`config.mk`:
```
export PLATFORM = sky130hd
export DESIGN_NAME = cpl_straddle_split
export DESIGN_NICKNAME = d
export VERILOG_FILES = /design/src/rtl/cpl_split_pkg.sv /design/src/rtl/cpl_lane_mask.sv /design/src/rtl/cpl_beat_decode.sv /design/src/rtl/cpl_out_stage.sv /design/src/rtl/cpl_straddle_split.sv
export SDC_FILE = /design/constraint.sdc
export NUM_CORES = 1
export LEC_CHECK = 0
export ABC_AREA = 1
export ABC_CLOCK_PERIOD_IN_PS = 2700
export BUFFER_PORTS_ARGS = -buffer_cell sky130_fd_sc_hd__buf_4
export CORE_AREA = 2 2 209 211
export CTS_BUF_LIST = sky130_fd_sc_hd__clkbuf_8
export DETAILED_ROUTE_END_ITERATION = 10
export DIE_AREA = 0 0 211 213
export SLEW_MARGIN = 20
export SYNTH_ARGS = -nofsm -noshare
export SYNTH_HDL_FRONTEND = slang
export SYNTH_SLANG_ARGS = --single-unit
```
`constraint.sdc`:
```
create_clock -name clk_i -period 2.7 [get_ports clk_i]
set_input_delay 0.27 -clock clk_i [delete_from_list [all_inputs] [get_ports clk_i]]
set_output_delay 0.27 -clock clk_i [all_outputs]
set_load 0.05 [all_outputs]
```
`src/rtl/cpl_split_pkg.sv`:
```
package cpl_split_pkg;
  localparam int unsigned DWORD_BITS = 32;
  localparam int unsigned BEAT_DWORDS = 8;
endpackage

```
`src/rtl/cpl_lane_mask.sv`:
```
module cpl_lane_mask #(
  parameter int unsigned N = 8,
  localparam int unsigned IW = $clog2(N)
) (
  input  logic [IW-1:0] lo_i,
  input  logic [IW-1:0] hi_i,
  output logic [N-1:0]  mask_o
);
  for (genvar g = 0; g < N; g++) begin : g_lane
    assign mask_o[g] = (IW'(g) >= lo_i) && (IW'(g) <= hi_i);
  end
endmodule

```
`src/rtl/cpl_beat_decode.sv`:
```
module cpl_beat_decode #(
  parameter int unsigned N = 8,
  localparam int unsigned IW = $clog2(N),
  localparam int unsigned HALF = N / 2
) (
  input  logic         open_i,
  input  logic         sof0_i,
  input  logic         sof1_i,
  input  logic [IW:0]  eof0_i,
  input  logic [IW:0]  eof1_i,
  input  logic         disc_i,
  output logic         a_valid_o,
  output logic [N-1:0] a_keep_o,
  output logic         a_last_o,
  output logic         a_discard_o,
  output logic         b_valid_o,
  output logic [N-1:0] b_keep_o,
  output logic         b_last_o,
  output logic         next_open_o
);
  logic [N-1:0]  mask_a, mask_b;
  logic [IW-1:0] b_hi;
  logic          late_start;

  assign b_hi = eof1_i[0] ? eof1_i[IW:1] : IW'(N - 1);

  cpl_lane_mask #(.N(N)) u_mask_a (.lo_i('0), .hi_i(eof0_i[IW:1]), .mask_o(mask_a));
  cpl_lane_mask #(.N(N)) u_mask_b (.lo_i(IW'(HALF)), .hi_i(b_hi), .mask_o(mask_b));

  // a continuing TLP flags the late start on sof0, a fresh one on sof1
  assign late_start = eof0_i[0] && !disc_i && (open_i ? sof0_i : sof1_i);

  always_comb begin
    a_valid_o   = open_i || sof0_i;
    a_keep_o    = eof0_i[0] ? mask_a : '1;
    a_last_o    = eof0_i[0];
    a_discard_o = eof0_i[0] && disc_i;
    b_valid_o   = a_valid_o && late_start;
    b_keep_o    = mask_b;
    b_last_o    = eof1_i[0];
    if (!a_valid_o)      next_open_o = 1'b0;
    else if (!eof0_i[0]) next_open_o = 1'b1;
    else                 next_open_o = late_start && !eof1_i[0];
  end
endmodule

```
`src/rtl/cpl_out_stage.sv`:
```
module cpl_out_stage #(
  parameter int unsigned N = 8,
  parameter int unsigned DATA_W = 256
) (
  input  logic              clk_i,
  input  logic              rst_ni,
  input  logic [DATA_W-1:0] in_data_i,
  input  logic              in_valid_i,
  output logic              in_ready_o,
  output logic              accept_o,
  input  logic              a_valid_i,
  input  logic [N-1:0]      a_keep_i,
  input  logic              a_last_i,
  input  logic              a_discard_i,
  input  logic              b_valid_i,
  input  logic [N-1:0]      b_keep_i,
  input  logic              b_last_i,
  output logic [DATA_W-1:0] out_data_o,
  output logic [N-1:0]      out_keep_o,
  output logic              out_last_o,
  output logic              out_discard_o,
  output logic              out_valid_o,
  input  logic              out_ready_i
);
  logic         pend_q;
  logic [N-1:0] pend_keep_q;
  logic         pend_last_q;
  logic         slot_free;

  assign slot_free  = !out_valid_o || out_ready_i;
  assign in_ready_o = slot_free && !pend_q;
  assign accept_o   = in_valid_i && in_ready_o;

  always_ff @(posedge clk_i or negedge rst_ni) begin
    if (!rst_ni) begin
      out_data_o    <= '0;
      out_keep_o    <= '0;
      out_last_o    <= 1'b0;
      out_discard_o <= 1'b0;
      out_valid_o   <= 1'b0;
      pend_q        <= 1'b0;
      pend_keep_q   <= '0;
      pend_last_q   <= 1'b0;
    end else if (slot_free) begin
      if (pend_q) begin
        // second half of a split beat: same data, new framing
        out_keep_o    <= pend_keep_q;
        out_last_o    <= pend_last_q;
        out_discard_o <= 1'b0;
        out_valid_o   <= 1'b1;
        pend_q        <= 1'b0;
      end else if (in_valid_i) begin
        out_valid_o <= a_valid_i;
        if (a_valid_i) begin
          out_data_o    <= in_data_i;
          out_keep_o    <= a_keep_i;
          out_last_o    <= a_last_i;
          out_discard_o <= a_discard_i;
        end
        pend_q      <= a_valid_i && b_valid_i;
        pend_keep_q <= b_keep_i;
        pend_last_q <= b_last_i;
      end else begin
        out_valid_o <= 1'b0;
      end
    end
  end
endmodule

```
`src/rtl/cpl_straddle_split.sv`:
```
module cpl_straddle_split #(
  parameter int unsigned NUM_DW = cpl_split_pkg::BEAT_DWORDS,
  parameter int unsigned DW_BITS = cpl_split_pkg::DWORD_BITS,
  localparam int unsigned DATA_W = NUM_DW * DW_BITS,
  localparam int unsigned IW = $clog2(NUM_DW)
) (
  input  logic              clk_i,
  input  logic              rst_ni,
  input  logic [DATA_W-1:0] in_data_i,
  input  logic              in_sof0_i,
  input  logic              in_sof1_i,
  input  logic [IW:0]       in_eof0_i,
  input  logic [IW:0]       in_eof1_i,
  input  logic              in_discont_i,
  input  logic              in_valid_i,
  output logic              in_ready_o,
  output logic [DATA_W-1:0] out_data_o,
  output logic [NUM_DW-1:0] out_keep_o,
  output logic              out_last_o,
  output logic              out_discard_o,
  output logic              out_valid_o,
  input  logic              out_ready_i
);
  logic              open_q, next_open, accept;
  logic              a_valid, a_last, a_discard, b_valid, b_last;
  logic [NUM_DW-1:0] a_keep, b_keep;

  cpl_beat_decode #(.N(NUM_DW)) u_dec (
    .open_i(open_q), .sof0_i(in_sof0_i), .sof1_i(in_sof1_i),
    .eof0_i(in_eof0_i), .eof1_i(in_eof1_i), .disc_i(in_discont_i),
    .a_valid_o(a_valid), .a_keep_o(a_keep), .a_last_o(a_last), .a_discard_o(a_discard),
    .b_valid_o(b_valid), .b_keep_o(b_keep), .b_last_o(b_last),
    .next_open_o(next_open)
  );

  cpl_out_stage #(.N(NUM_DW), .DATA_W(DATA_W)) u_out (
    .clk_i(clk_i), .rst_ni(rst_ni),
    .in_data_i(in_data_i), .in_valid_i(in_valid_i), .in_ready_o(in_ready_o), .accept_o(accept),
    .a_valid_i(a_valid), .a_keep_i(a_keep), .a_last_i(a_last), .a_discard_i(a_discard),
    .b_valid_i(b_valid), .b_keep_i(b_keep), .b_last_i(b_last),
    .out_data_o(out_data_o), .out_keep_o(out_keep_o), .out_last_o(out_last_o),
    .out_discard_o(out_discard_o), .out_valid_o(out_valid_o), .out_ready_i(out_ready_i)
  );

  always_ff @(posedge clk_i or negedge rst_ni) begin
    if (!rst_ni)     open_q <= 1'b0;
    else if (accept) open_q <= next_open;
  end
endmodule

```
==> flow_summary_export.csv <==
group,metric,value,unit
status,status,"completed",
sta,final-setup-viol-count,0,
critical_path,cp-start-kind,"register",
final_layout,post-route-util,0.438,
routing,drc,0,
sta,period_needed,1.99,ns
sta,final.setup.worst_slack,0.714,ns
cts,post_cts_resized,0,
placed_design,hpwl,24300,um
routing,drt_iter0_markers,722,
critical_path,rr_worst_depth,8,
cts,cts_max_path_buffers,3,
logic_synthesis,ys_ff_latch,274,
cts,root_buffer,"clkbuf_8",
critical_path,max_stage_delay,0.45,ns
logic_synthesis,syn_inst,1192,
pwr,clkPwrFrac,0.215,
critical_path,arrival,2.50,ns
critical_path,worstPathRequired,3.21,ns
placed_design,post-place-ws,0.742,ns
hold_path,holdPathStages,5,
sta,tightest_slew,0.819,ns
floorplan,dieHeight,213,um
hold_path,min_from,"in_sof0_i",
sta,slew_headroom,0.454,
cts,cts_tree,"done",
cts,htreeDepth,2,
hold_path,hp-class,"primary input to register",
floorplan,die-area,44900,um^2
floorplan,row_count,76,
critical_path,critical_path_peak_fanout,96,
routing,dr.pass1.iters,5,
routing,wl_per_cell,14.7,um
routing,routed_wl,37900,um
critical_path,crit_top_cell,"nand2_1",
logic_synthesis,synthesis.nets,1463,
pwr,fin_total_pwr,17.4,mW
critical_path,worst-path-buf-inv,3,
sta,timing.final.crit_share,0.735,
routing,drtAntennaViolNets,0,
critical_path,crit_start,"u_out.pend_q$_DFFE_PN0N_",
final_layout,diodes,0,
critical_path,crit_chain,"inv_2 -> nand2_2 -> nor2_8 -> nand2_8 -> inv_8 -> buf_12 -> nand2_1 -> nand2_1",
grt,grt_pass1_wl,58200,um
grt,grt_start_max_net_pins,136,
pwr,p_int,9.52,mW
pwr,vdd_ir_drop_max,593,uV
sta,slew_violations,0,
sta,whs,0.0904,ns
final_layout,final_cell_mix,"nand2_1, buf_4, dfrtp_1",
sta,max_freq,504,MHz
final_layout,final_common_cell,"nand2_1",
sta,hold_violations,0,
critical_path,timing.rr.start,"u_out.pend_q$_DFFE_PN0N_",
logic_synthesis,synth.area.top_cells,"dfrtp_1, nand2_1, buf_6, buf_4, buf_2",
final_layout,areaGrowthSynthToFinish,77.2,%
logic_synthesis,synth_cell_types,19,
critical_path,slowest_stage,"dfrtp_1",
routing,avgViaCountPerCell,4.20,
final_layout,drive_above_1_share,0.308,
pwr,p_seq_frac,0.334,
placed_design,portBuffers,538,
floorplan,coreArea,42700,um^2
placed_design,place.gp.congestion,0.780,
run,maxCapViolCount,0,
grt,track_usage,0.161,
grt,use_met3,0.0528,
grt,grt_pass1_vias,11289,
sta,rsz0062_at_grt,"no",
logic_synthesis,yosysWarnings,0,
grt,grt_antenna_before_repair,0,
grt,top_usage_layer,"met2",
cts,insertion_delay,0.60,ns
pwr,power.density,928,nW/um^2
logic_synthesis,yosysSeqAreaShare,0.650,
final_layout,final_cell_area,18700,um^2
routing,vias,10848,
floorplan,die_w,211,um
floorplan,io-pin-count,539,
sta,finalSetupTns,0,ns
grt,grt-ovfl-total,0,
critical_path,critPathKind,"register to register",
cts,clkTransAtPathRegs,0.06,ns
logic_synthesis,synth_area,10600,um^2
critical_path,worst-path-stages,8,
pwr,net-switching-power,7.84,mW
placed_design,dpl_cell_area,15100,um^2
pwr,swShare,0.452,
sta,fin_worst_skew,0.0187,ns
placed_design,dp.cells,2235,
grt,use_met2,0.275,
floorplan,start_util,0.247,
cts,cts_made_buffers,47,
critical_path,worstSetupEndpointType,"register",
final_layout,nets,2275,
pwr,power_frac_comb,0.451,
logic_synthesis,yosys.area.top_type,"dfrtp_1",
logic_synthesis,syn_area_per_cell,8.85,um^2
pwr,p_leak,10.2,nW
final_layout,finalNonFillerCells,2580,
logic_synthesis,synth_top_area_frac,0.650,
grt,use_met1,0.186,
critical_path,critPathTopFamily,"buffers and inverters",
cts,clock_sinks,274,
[kinds of logic (layout without fill, tap and decap cells)]
kind of cell | count (synthesis) | in the layout | synth area share
compound gates | 16 | 16 | 0.00759
flops | 274 | 274 | 0.650
simple gates | 833 | 833 | 0.300
buf+inv | 69 | 911 | 0.0428
[power by group through the flow]
stage / clock, mW / combinational, mW / sequential (mW)
after CTS: 3.88 / 7.83 / 5.79
after global placement: 0 / 7.46 / 5.81
after detailed placement: 0 / 7.52 / 5.83
after floorplan: 0 / 1.22 / 9.45
final: 3.72 / 7.83 / 5.80
after global routing: 4.06 / 8.23 / 5.93
[synthesized netlist by cell type (all sizes together)]
cell type and count:
clkbuf 5, a21oi 3, inv 12, nor2 16, nand3 7, buf 52, nand2 808, o21ai 13
or2 1, nor3 1, dfrtp 274
[final timing paths]
check	to	slack [ns]
max	u_out.out_data_o[73]$_DFFE_PN0P_	0.71
min	u_out.pend_q$_DFFE_PN0N_	0.09
max reg2reg	u_out.out_data_o[73]$_DFFE_PN0P_	0.71
min reg2reg	u_out.out_data_o[122]$_DFFE_PN0P_	0.48
max in group asynchronous	u_out.out_data_o[17]$_DFFE_PN0P_	1.62
min in group asynchronous	u_out.out_data_o[185]$_DFFE_PN0P_	0.35
[worst reg2reg max path, stage by stage (launching register included)]
cell	delay (ns)
dfrtp_1	0.45
inv_2	0.15
nand2_2	0.10
nor2_8	0.19
nand2_8	0.09
inv_8	0.26
buf_12	0.41
nand2_1	0.17
nand2_1	0.11
[per-layer routing]
| metal | wire, um | vias up |
|---|---|---|
| li1 | - | 5204 |
| met1 | 15100 | 5073 |
| met2 | 18300 | 485 |
| met3 | 3220 | 86 |
| met4 | 1290 | 0 |
| met5 | 0 | - |
[layout make-up]
cell class | count | area, um^2
fillers | 3884 | 24000
multi-input cells | 849 | 3250
inverters | 12 | 52.6
clock buffers | 61 | 840
flip-flops and latches | 274 | 6860
clock inverters | 18 | 73.8
repair buffers | 820 | 6940
well taps | 546 | 683
[flip-flops by register name, summed over array words and instances, names as in the netlist]
name                 flops
u_out.out_data_o       256
u_out.out_keep_o         8
u_out.pend_keep_q        4
open_q                   1
u_out.out_discard_o      1
u_out.out_last_o         1
u_out.out_valid_o        1
u_out.pend_last_q        1
u_out.pend_q             1
[what timing repair did]
action,4_1_cts,5_1_grt
hold buffers,266,0
buffers inserted,0,0
hold endpoints to repair,349,0
Note: power is estimated with default switching activity, not from simulation.
